[src/rtl/xfer_pkg.sv]
package xfer_pkg;
  localparam int NUM_CNT = 2;
  typedef enum logic [1:0] {
    PORT_BYTES = 2'd0,
    PORT_DELAY = 2'd1,
    PORT_CTRL  = 2'd2,
    PORT_NONE  = 2'd3
  } port_sel_e;
endpackage

[src/rtl/xfer_byte_counter.sv]
module xfer_byte_counter #(
  parameter int BYTE_W = 8
) (
  input  logic                clk,
  input  logic                rst,
  input  logic                clr,
  input  logic                wr_en,
  input  logic                rd_en,
  input  logic [BYTE_W-1:0]   wdata,
  input  logic                dec_en,
  output logic [2*BYTE_W-1:0] count_o,
  output logic [BYTE_W-1:0]   rd_byte_o,
  output logic                loaded_o
);
  localparam int CNT_W = 2 * BYTE_W;

  logic [CNT_W-1:0]  cnt_q;
  logic [BYTE_W-1:0] lo_q;
  logic              hi_sel_q;
  logic              loaded_q;
  logic              load_now;

  assign load_now = wr_en && hi_sel_q;

  always_ff @(posedge clk) begin
    if (rst || clr) begin
      hi_sel_q <= 1'b0;
    end else if (wr_en || rd_en) begin
      hi_sel_q <= ~hi_sel_q;
    end
  end

  always_ff @(posedge clk) begin
    if (rst) begin
      lo_q <= '0;
    end else if (wr_en && !hi_sel_q) begin
      lo_q <= wdata;
    end
  end

  always_ff @(posedge clk) begin
    if (rst || clr) begin
      cnt_q    <= '0;
      loaded_q <= 1'b0;
    end else if (load_now) begin
      cnt_q    <= {wdata, lo_q};
      loaded_q <= 1'b1;
    end else if (loaded_q && dec_en && (cnt_q != '0)) begin
      cnt_q <= cnt_q - 1'b1;
    end
  end

  assign count_o   = cnt_q;
  assign loaded_o  = loaded_q;
  assign rd_byte_o = hi_sel_q ? cnt_q[CNT_W-1:BYTE_W] : cnt_q[BYTE_W-1:0];


  cnt_no_rise_chk: assert property (@(posedge clk) disable iff (rst)
    (!load_now && !clr) |=> (count_o <= $past(count_o)));


  cnt_step_chk: assert property (@(posedge clk) disable iff (rst)
    (loaded_o && dec_en && (count_o != '0) && !wr_en && !clr)
      |=> (count_o == $past(count_o) - 1'b1));


  cnt_clear_chk: assert property (@(posedge clk) disable iff (rst)
    clr |=> (!loaded_o && (count_o == '0)));
endmodule

[src/rtl/xfer_irq_latch.sv]
module xfer_irq_latch (
  input  logic clk,
  input  logic rst,
  input  logic clr,
  input  logic a_done,
  input  logic b_done,
  output logic irq_o
);
  logic irq_q;

  always_ff @(posedge clk) begin
    if (rst || clr) begin
      irq_q <= 1'b0;
    end else if (a_done && b_done) begin
      irq_q <= 1'b1;
    end
  end

  assign irq_o = irq_q;


  irq_cause_chk: assert property (@(posedge clk) disable iff (rst)
    (!irq_o && !(a_done && b_done)) |=> !irq_o);


  irq_sticky_chk: assert property (@(posedge clk) disable iff (rst)
    (irq_o && !clr) |=> irq_o);


  irq_clear_chk: assert property (@(posedge clk) disable iff (rst)
    clr |=> !irq_o);
endmodule

[src/rtl/xfer_end_irq.sv]
module xfer_end_irq
  import xfer_pkg::*;
#(
  parameter int BYTE_W = 8
) (
  input  logic              clk,
  input  logic              rst,
  input  logic              data_access,
  input  logic              tick_1mhz,
  input  logic              wr_en,
  input  logic              rd_en,
  input  logic [1:0]        sel,
  input  logic [BYTE_W-1:0] wdata,
  output logic [BYTE_W-1:0] rdata,
  output logic              irq
);
  localparam int CNT_W = 2 * BYTE_W;

  port_sel_e         port;
  logic              ctrl_wr;
  logic              armed_q;
  logic [BYTE_W-1:0] rdata_q;

  logic [CNT_W-1:0]  cnt_val  [NUM_CNT];
  logic [BYTE_W-1:0] cnt_byte [NUM_CNT];
  logic [NUM_CNT-1:0] cnt_ld;
  logic [NUM_CNT-1:0] cnt_done;
  logic [NUM_CNT-1:0] cnt_wr;
  logic [NUM_CNT-1:0] cnt_rd;
  logic [NUM_CNT-1:0] cnt_dec;

  assign port    = port_sel_e'(sel);
  assign ctrl_wr = wr_en && (port == PORT_CTRL);

  always_ff @(posedge clk) begin
    if (rst) begin
      armed_q <= 1'b0;
    end else if (ctrl_wr) begin
      armed_q <= 1'b1;
    end
  end

  for (genvar gi = 0; gi < NUM_CNT; gi++) begin : g_cnt
    assign cnt_wr[gi]   = wr_en && armed_q && (sel == 2'(gi));
    assign cnt_rd[gi]   = rd_en && (sel == 2'(gi));
    assign cnt_done[gi] = cnt_ld[gi] && (cnt_val[gi] == '0);
    if (gi == 0) begin : g_first
      assign cnt_dec[gi] = data_access;
    end else begin : g_chain
      assign cnt_dec[gi] = tick_1mhz && cnt_done[gi-1];
    end

    xfer_byte_counter #(.BYTE_W(BYTE_W)) u_cnt (
      .clk      (clk),
      .rst      (rst),
      .clr      (ctrl_wr),
      .wr_en    (cnt_wr[gi]),
      .rd_en    (cnt_rd[gi]),
      .wdata    (wdata),
      .dec_en   (cnt_dec[gi]),
      .count_o  (cnt_val[gi]),
      .rd_byte_o(cnt_byte[gi]),
      .loaded_o (cnt_ld[gi])
    );
  end

  xfer_irq_latch u_irq (
    .clk   (clk),
    .rst   (rst),
    .clr   (ctrl_wr),
    .a_done(cnt_done[0]),
    .b_done(cnt_done[NUM_CNT-1]),
    .irq_o (irq)
  );

  always_ff @(posedge clk) begin
    if (rst) begin
      rdata_q <= '0;
    end else if (rd_en) begin
      case (port)
        PORT_BYTES: rdata_q <= cnt_byte[0];
        PORT_DELAY: rdata_q <= cnt_byte[1];
        default:    rdata_q <= '0;
      endcase
    end
  end

  assign rdata = rdata_q;


  no_load_unarmed_chk: assert property (@(posedge clk) disable iff (rst)
    (!armed_q && !ctrl_wr) |=> (cnt_ld == '0));


  delay_wait_chk: assert property (@(posedge clk) disable iff (rst)
    (!cnt_done[0] && !cnt_wr[1] && !ctrl_wr) |=> $stable(cnt_val[1]));


  rdata_hold_chk: assert property (@(posedge clk) disable iff (rst)
    !rd_en |=> $stable(rdata));
endmodule

[config.mk]
export PLATFORM = sky130hd
export DESIGN_NAME = xfer_end_irq
export DESIGN_NICKNAME = d
export VERILOG_FILES = /design/src/rtl/xfer_pkg.sv /design/src/rtl/xfer_byte_counter.sv /design/src/rtl/xfer_irq_latch.sv /design/src/rtl/xfer_end_irq.sv
export SDC_FILE = /design/constraint.sdc
export NUM_CORES = 1
export LEC_CHECK = 0
export BUFFER_PORTS_ARGS = -buffer_cell sky130_fd_sc_hd__buf_2
export CAP_MARGIN = 20
export CORE_MARGIN = 2
export CORE_UTILIZATION = 45
export DETAILED_ROUTE_END_ITERATION = 12
export SETUP_SLACK_MARGIN = 0.05
export SLEW_MARGIN = 20
export SYNTH_ARGS = -nofsm -noshare
export SYNTH_HDL_FRONTEND = slang
export SYNTH_SLANG_ARGS = --single-unit
[constraint.sdc]
create_clock -name clk -period 3.2 [get_ports clk]
set_clock_uncertainty 0.15 [all_clocks]
set_input_delay 0.16 -clock clk [delete_from_list [all_inputs] [get_ports clk]]
set_output_delay 0.16 -clock clk [all_outputs]
set_load 0.1 [all_outputs]
After elaboration in Yosys (flattened, before gate mapping)
Cells that the tools add are included.
{"block": "classes", "add_sub_neg": 2, "n_mux": 7, "n_reduce_logical": 30, "eq_ne": 2, "n_bitwise": 2}
{"cell": "16-bit 2-to-1 mux", "count": 4}
{"cell": "16-bit logical NOT", "count": 2}
{"cell": "16-bit nonzero test", "count": 2}
{"cell": "16-bit by 1-bit subtractor with 16-bit output (second input constant)", "count": 2}
{"cell": "1-bit logical AND", "count": 18}
{"cell": "8-bit 2-to-1 mux", "count": 2}
{"cell": "8-bit one-hot mux with 2 select lines", "count": 1}
{"cell": "2-bit nonzero test", "count": 2}
{"cell": "1-bit logical OR", "count": 3}
{"cell": "2-bit by 1-bit == test with 1-bit output (second input constant)", "count": 1}
{"cell": "2-bit == test (second input constant)", "count": 1}
{"cell": "1-bit logical NOT", "count": 2}
{"cell": "2-bit logical NOT", "count": 1}
{"cell": "1-bit NOT", "count": 2}
{"block": "totals", "out_inout_bits": 9, "inputBits": 16, "ff_bits": 62}

Depth between registers and ports, before layout
{"block": "depth", "word_depth": 7, "ltp_mapped": 9}

Cells and area by module
A second synthesis with hierarchy kept.
{"block": "hier_totals", "cells_unflattened": 394, "hier_area_um2": 3328.2}
{"mod": "xfer_byte_counter", "area_each_um2": 1368.8, "n_inst": 2, "seq_area_each_um2": 520.5, "cells_each": 162}
{"mod": "xfer_end_irq", "area_each_um2": 551.8, "n_inst": 1, "seq_area_each_um2": 180.2, "cells_each": 67}
{"mod": "xfer_irq_latch", "area_each_um2": 38.8, "n_inst": 1, "seq_area_each_um2": 20.0, "cells_each": 3}

Worst setup path after synthesis
OpenSTA, ideal clock, no wires.
{"block": "synth_timing", "path_type": "register to register", "from": "register g_cnt[0].u_cnt.cnt_q[10]", "to": "register g_cnt[1].u_cnt.cnt_q[9]", "n_path_buf": 1, "arrival_time_ns": 2.083, "stages_incl_launch_ff": 8, "path_slack_ns": 0.835, "setup_ns": 0.133, "cell_sequence": "dfxtp_1 > or4_4 > nor4b_4 > o2111ai_2 > buf_4 > nor4_4 > xnor2_1 > a21oi_1"}
{"block": "synth_between", "elab_chain_len": 6}
{"item": "from (decl)", "line": "xfer_byte_counter.sv:17", "source": "logic [CNT_W-1:0] cnt_q;"}
{"item": "from (signal assigned)", "line": "xfer_byte_counter.sv:46", "source": "cnt_q <= {wdata, lo_q};"}
{"item": "from (signal assigned)", "line": "xfer_byte_counter.sv:49", "source": "cnt_q <= cnt_q - 1'b1;"}
{"item": "16-bit logical NOT", "line": "xfer_end_irq.sv:46", "source": "assign cnt_done[gi] = cnt_ld[gi] && (cnt_val[gi] == '0);"}
{"item": "1-bit logical AND", "line": "xfer_end_irq.sv:46"}
{"item": "1-bit logical AND", "line": "xfer_end_irq.sv:50", "source": "assign cnt_dec[gi] = tick_1mhz && cnt_done[gi-1];"}
{"item": "1-bit logical AND (2 in a row)", "line": "xfer_byte_counter.sv:48", "source": "end else if (loaded_q && dec_en && (cnt_q != '0)) begin"}
{"item": "2-bit nonzero test (no line)"}
{"item": "to (signal assigned)", "line": "xfer_byte_counter.sv:46"}
{"item": "to (signal assigned)", "line": "xfer_byte_counter.sv:49"}
{"item": "to (decl)", "line": "xfer_byte_counter.sv:17"}
Every way passes these cells.
A chain may end at the register's enable or synchronous reset.

Worst setup path after layout
{"block": "layout_timing", "from": "register g_cnt[0].u_cnt.cnt_q[10]", "to": "register g_cnt[1].u_cnt.cnt_q[15]"}
The elaborated chain is that of the path after synthesis.

==> impl_metrics.ini <==
[global_routing]
track_usage = 0.232
gr-total-overflow = 0
grt_max_degree = 30
first_global_vias = 2506
antenna_found_initial = 0
grt_pass1_wl_mm = 13.3

[clock_tree]
clock_latency_ns = 0.35
cts_root_buf = clkbuf_8
clock-sinks = 62
cts_resized = 0
cts_tree = yes
clock_path_buffers = 2
post_cts_buffers = 0
h-tree-depth = 3
clk_pin_slew_ns = 0.07
ctsHoldBuffers = 5
cts_made_buffers = 9

[setup_path]
startpoint_type = flop
cp-end-kind = flop
path_class = reg2reg
reg2reg_slack_ns = 0.57
worst-path-max-fanout = 7
r2r_cells = 7
r2r_start = g_cnt[0].u_cnt.count_o[10]
arrival_ns = 2.70
r2r_end = g_cnt[1].u_cnt.count_o[15]
worstPathRequired_ns = 3.27

[detailed_routing]
wl_met1_mm = 4.14
drc = 0
wl_per_cell_um = 17.1
routed_wl_mm = 8.24
vias = 2730
highest_layer = met4
wl_met2_mm = 3.53
routed-wl-met3_um = 419
drt_pass1_iterations = 4
vias_per_cell = 5.68
final_antenna_net_count = 0
drt_iter0_drc = 146

[die]
die_h_um = 87.3
die_w_um = 87.3
rows = 30
core-area_um2 = 6760
die_area_um2 = 7620
top_level_ports = 25
start_util = 0.462

[yosys]
yosysTopAreaCellShare = 0.398
syn_area_per_cell_um2 = 8.46
yosys-top-cells-area = dfxtp_1, mux2i_1, a21oi_1, nor2_1, xnor2_1
ys_ff_latch = 62
ys_types = 38
synth_fp_nets = 387
synth_area_leader_cell = dfxtp_1
seq_area_frac_synth = 0.398
syn_area_um2 = 3120
synthCells = 369
yosys_warnings = 0

[timing]
hold_ws_ns = 0.0267
maxSlewViolCount = 0
period_share = 0.822
setup_tns_ns = 0
tightest_slew_ns = 0.711
finalWorstSetupSlack_ns = 0.571
max_freq_mhz = 380
setup_viol = 0
rsz0062_at_grt = no
finalHoldViolCount = 0
final.min_clock_period_ns = 2.63
max-slew-margin-rel = 0.526

[finish]
drive_above_1_share = 0.140
nFillCells = 667
final_common_cell = dfxtp_1
num-nets-final = 415
antenna_cells = 0
areaGrowthSynthToFinish_pct = 15.0
final_cell_mix = dfxtp_1, nor2_1, a21oi_1

[outcome]
status = complete, no violations

[min_path]
hold_path_end = g_cnt[1].u_cnt.lo_q[3]
worstHoldPathCells = 3
hp-class = in2reg
min_from = wdata[3]

[placement]
io_buffers = 24
dp_hpwl_mm = 5.73
dp_slack_ns = 0.565
gp_congestion = 0.875

[power_and_ir_drop]
leakage_nw = 1.29
peakVddDrop_v = 0.000276
power.density_nw_per_um2 = 464

[run]
maxCapViolCount = 0
-- report_power, final --
part           leakage [nW]  switching (mW)  internal [mW]
logic                 0.689          0.0828         0.0351
clock network        0.0973           0.328          0.432
registers             0.500         0.00716          0.778
-- through the flow --
stage,utilization,area [um2],std cells,total power [mW]
floorplan,-,3120,369,0.873
global placement,0.492,3330,461,0.914
detailed placement,0.492,3330,461,0.915
CTS,0.531,3590,481,1.67
global route,0.531,3590,481,1.72
finish,0.531,3590,481,1.66
-- sequential cells by signal, summed over array words and instances (netlist names) --
signal,cells
rdata,8
g_cnt.u_cnt.hi_sel_q,2
g_cnt.u_cnt.loaded_o,2
g_cnt.u_cnt.lo_q,16
g_cnt.u_cnt.count_o,32
armed_q,1
u_irq.irq_o,1
-- worst max-delay path by stage --
stage	startpoint	to	slack [ns]	cells past startpoint
global route	g_cnt[0].u_cnt.count_o[10]	g_cnt[1].u_cnt.count_o[6]	0.37	6
global placement	g_cnt[0].u_cnt.count_o[10]	g_cnt[1].u_cnt.count_o[9]	0.63	7
CTS	g_cnt[0].u_cnt.count_o[10]	g_cnt[1].u_cnt.count_o[15]	0.56	7
detailed placement	g_cnt[0].u_cnt.count_o[10]	g_cnt[1].u_cnt.count_o[15]	0.57	7
floorplan	g_cnt[0].u_cnt.count_o[10]	g_cnt[1].u_cnt.count_o[9]	0.83	7
finish	g_cnt[0].u_cnt.count_o[10]	g_cnt[1].u_cnt.count_o[15]	0.57	7
-- cell type report --
class | instances | area [um2] | area share
Sequential cell | 62 | 1240 | 0.346
Clock buffer | 9 | 124 | 0.0345
Timing Repair Buffer | 38 | 238 | 0.0663
Inverter | 4 | 15.0 | 0.00419
Multi-Input combinational cell | 282 | 1780 | 0.497
Clock inverter | 6 | 87.6 | 0.0244
Tap cell | 80 | 100 | 0.0279
-- per-layer routing --
metal  global-route usage  vias to the layer above
li1                     -                     1375
met1                0.331                     1273
met2                0.337                       67
met3               0.0616                       15
met4               0.0839                        0
met5                    0                        -
-- Yosys cell counts, drive strengths merged --
cell type / instances
a211oi: 14
a21oi: 42
a22oi: 1
a31oi: 1
a41oi: 1
and2: 2
and3: 2
and3b: 1
buf: 1
clkbuf: 20
dfxtp: 62
ha: 2
inv: 4
mux2i: 24
nand2: 15
nand3: 5
nand3b: 2
nand4b: 1
nor2: 51
nor2b: 16
nor3: 15
nor3b: 2
nor4: 9
nor4b: 3
o2111a: 1
o2111ai: 1
o211ai: 3
o21ai: 21
o31ai: 3
or2: 2
or3: 9
or4: 4
xnor2: 21
xor2: 8
-- kinds of logic after synthesis --
kind of cell / Yosys count / share of synthesized area
AOI/OAI and AO/OA: 88 / 0.165
xor gates and xnor gates: 29 / 0.0814
muxes: 24 / 0.0770
buffers and inverters: 25 / 0.0313
and+or+nand+nor: 139 / 0.240
adders and majority gates: 2 / 0.00802
DFF: 62 / 0.398
-- critical path, cell delays in order (launching register included) --
cell and delay, ns:
dfxtp_1 0.36, or4_4 0.59, nor4b_4 0.42, o2111ai_2 0.31, buf_4 0.25, nor3_1 0.21
xnor2_1 0.14, a21oi_1 0.08
Power figures use the tool's default switching activity.
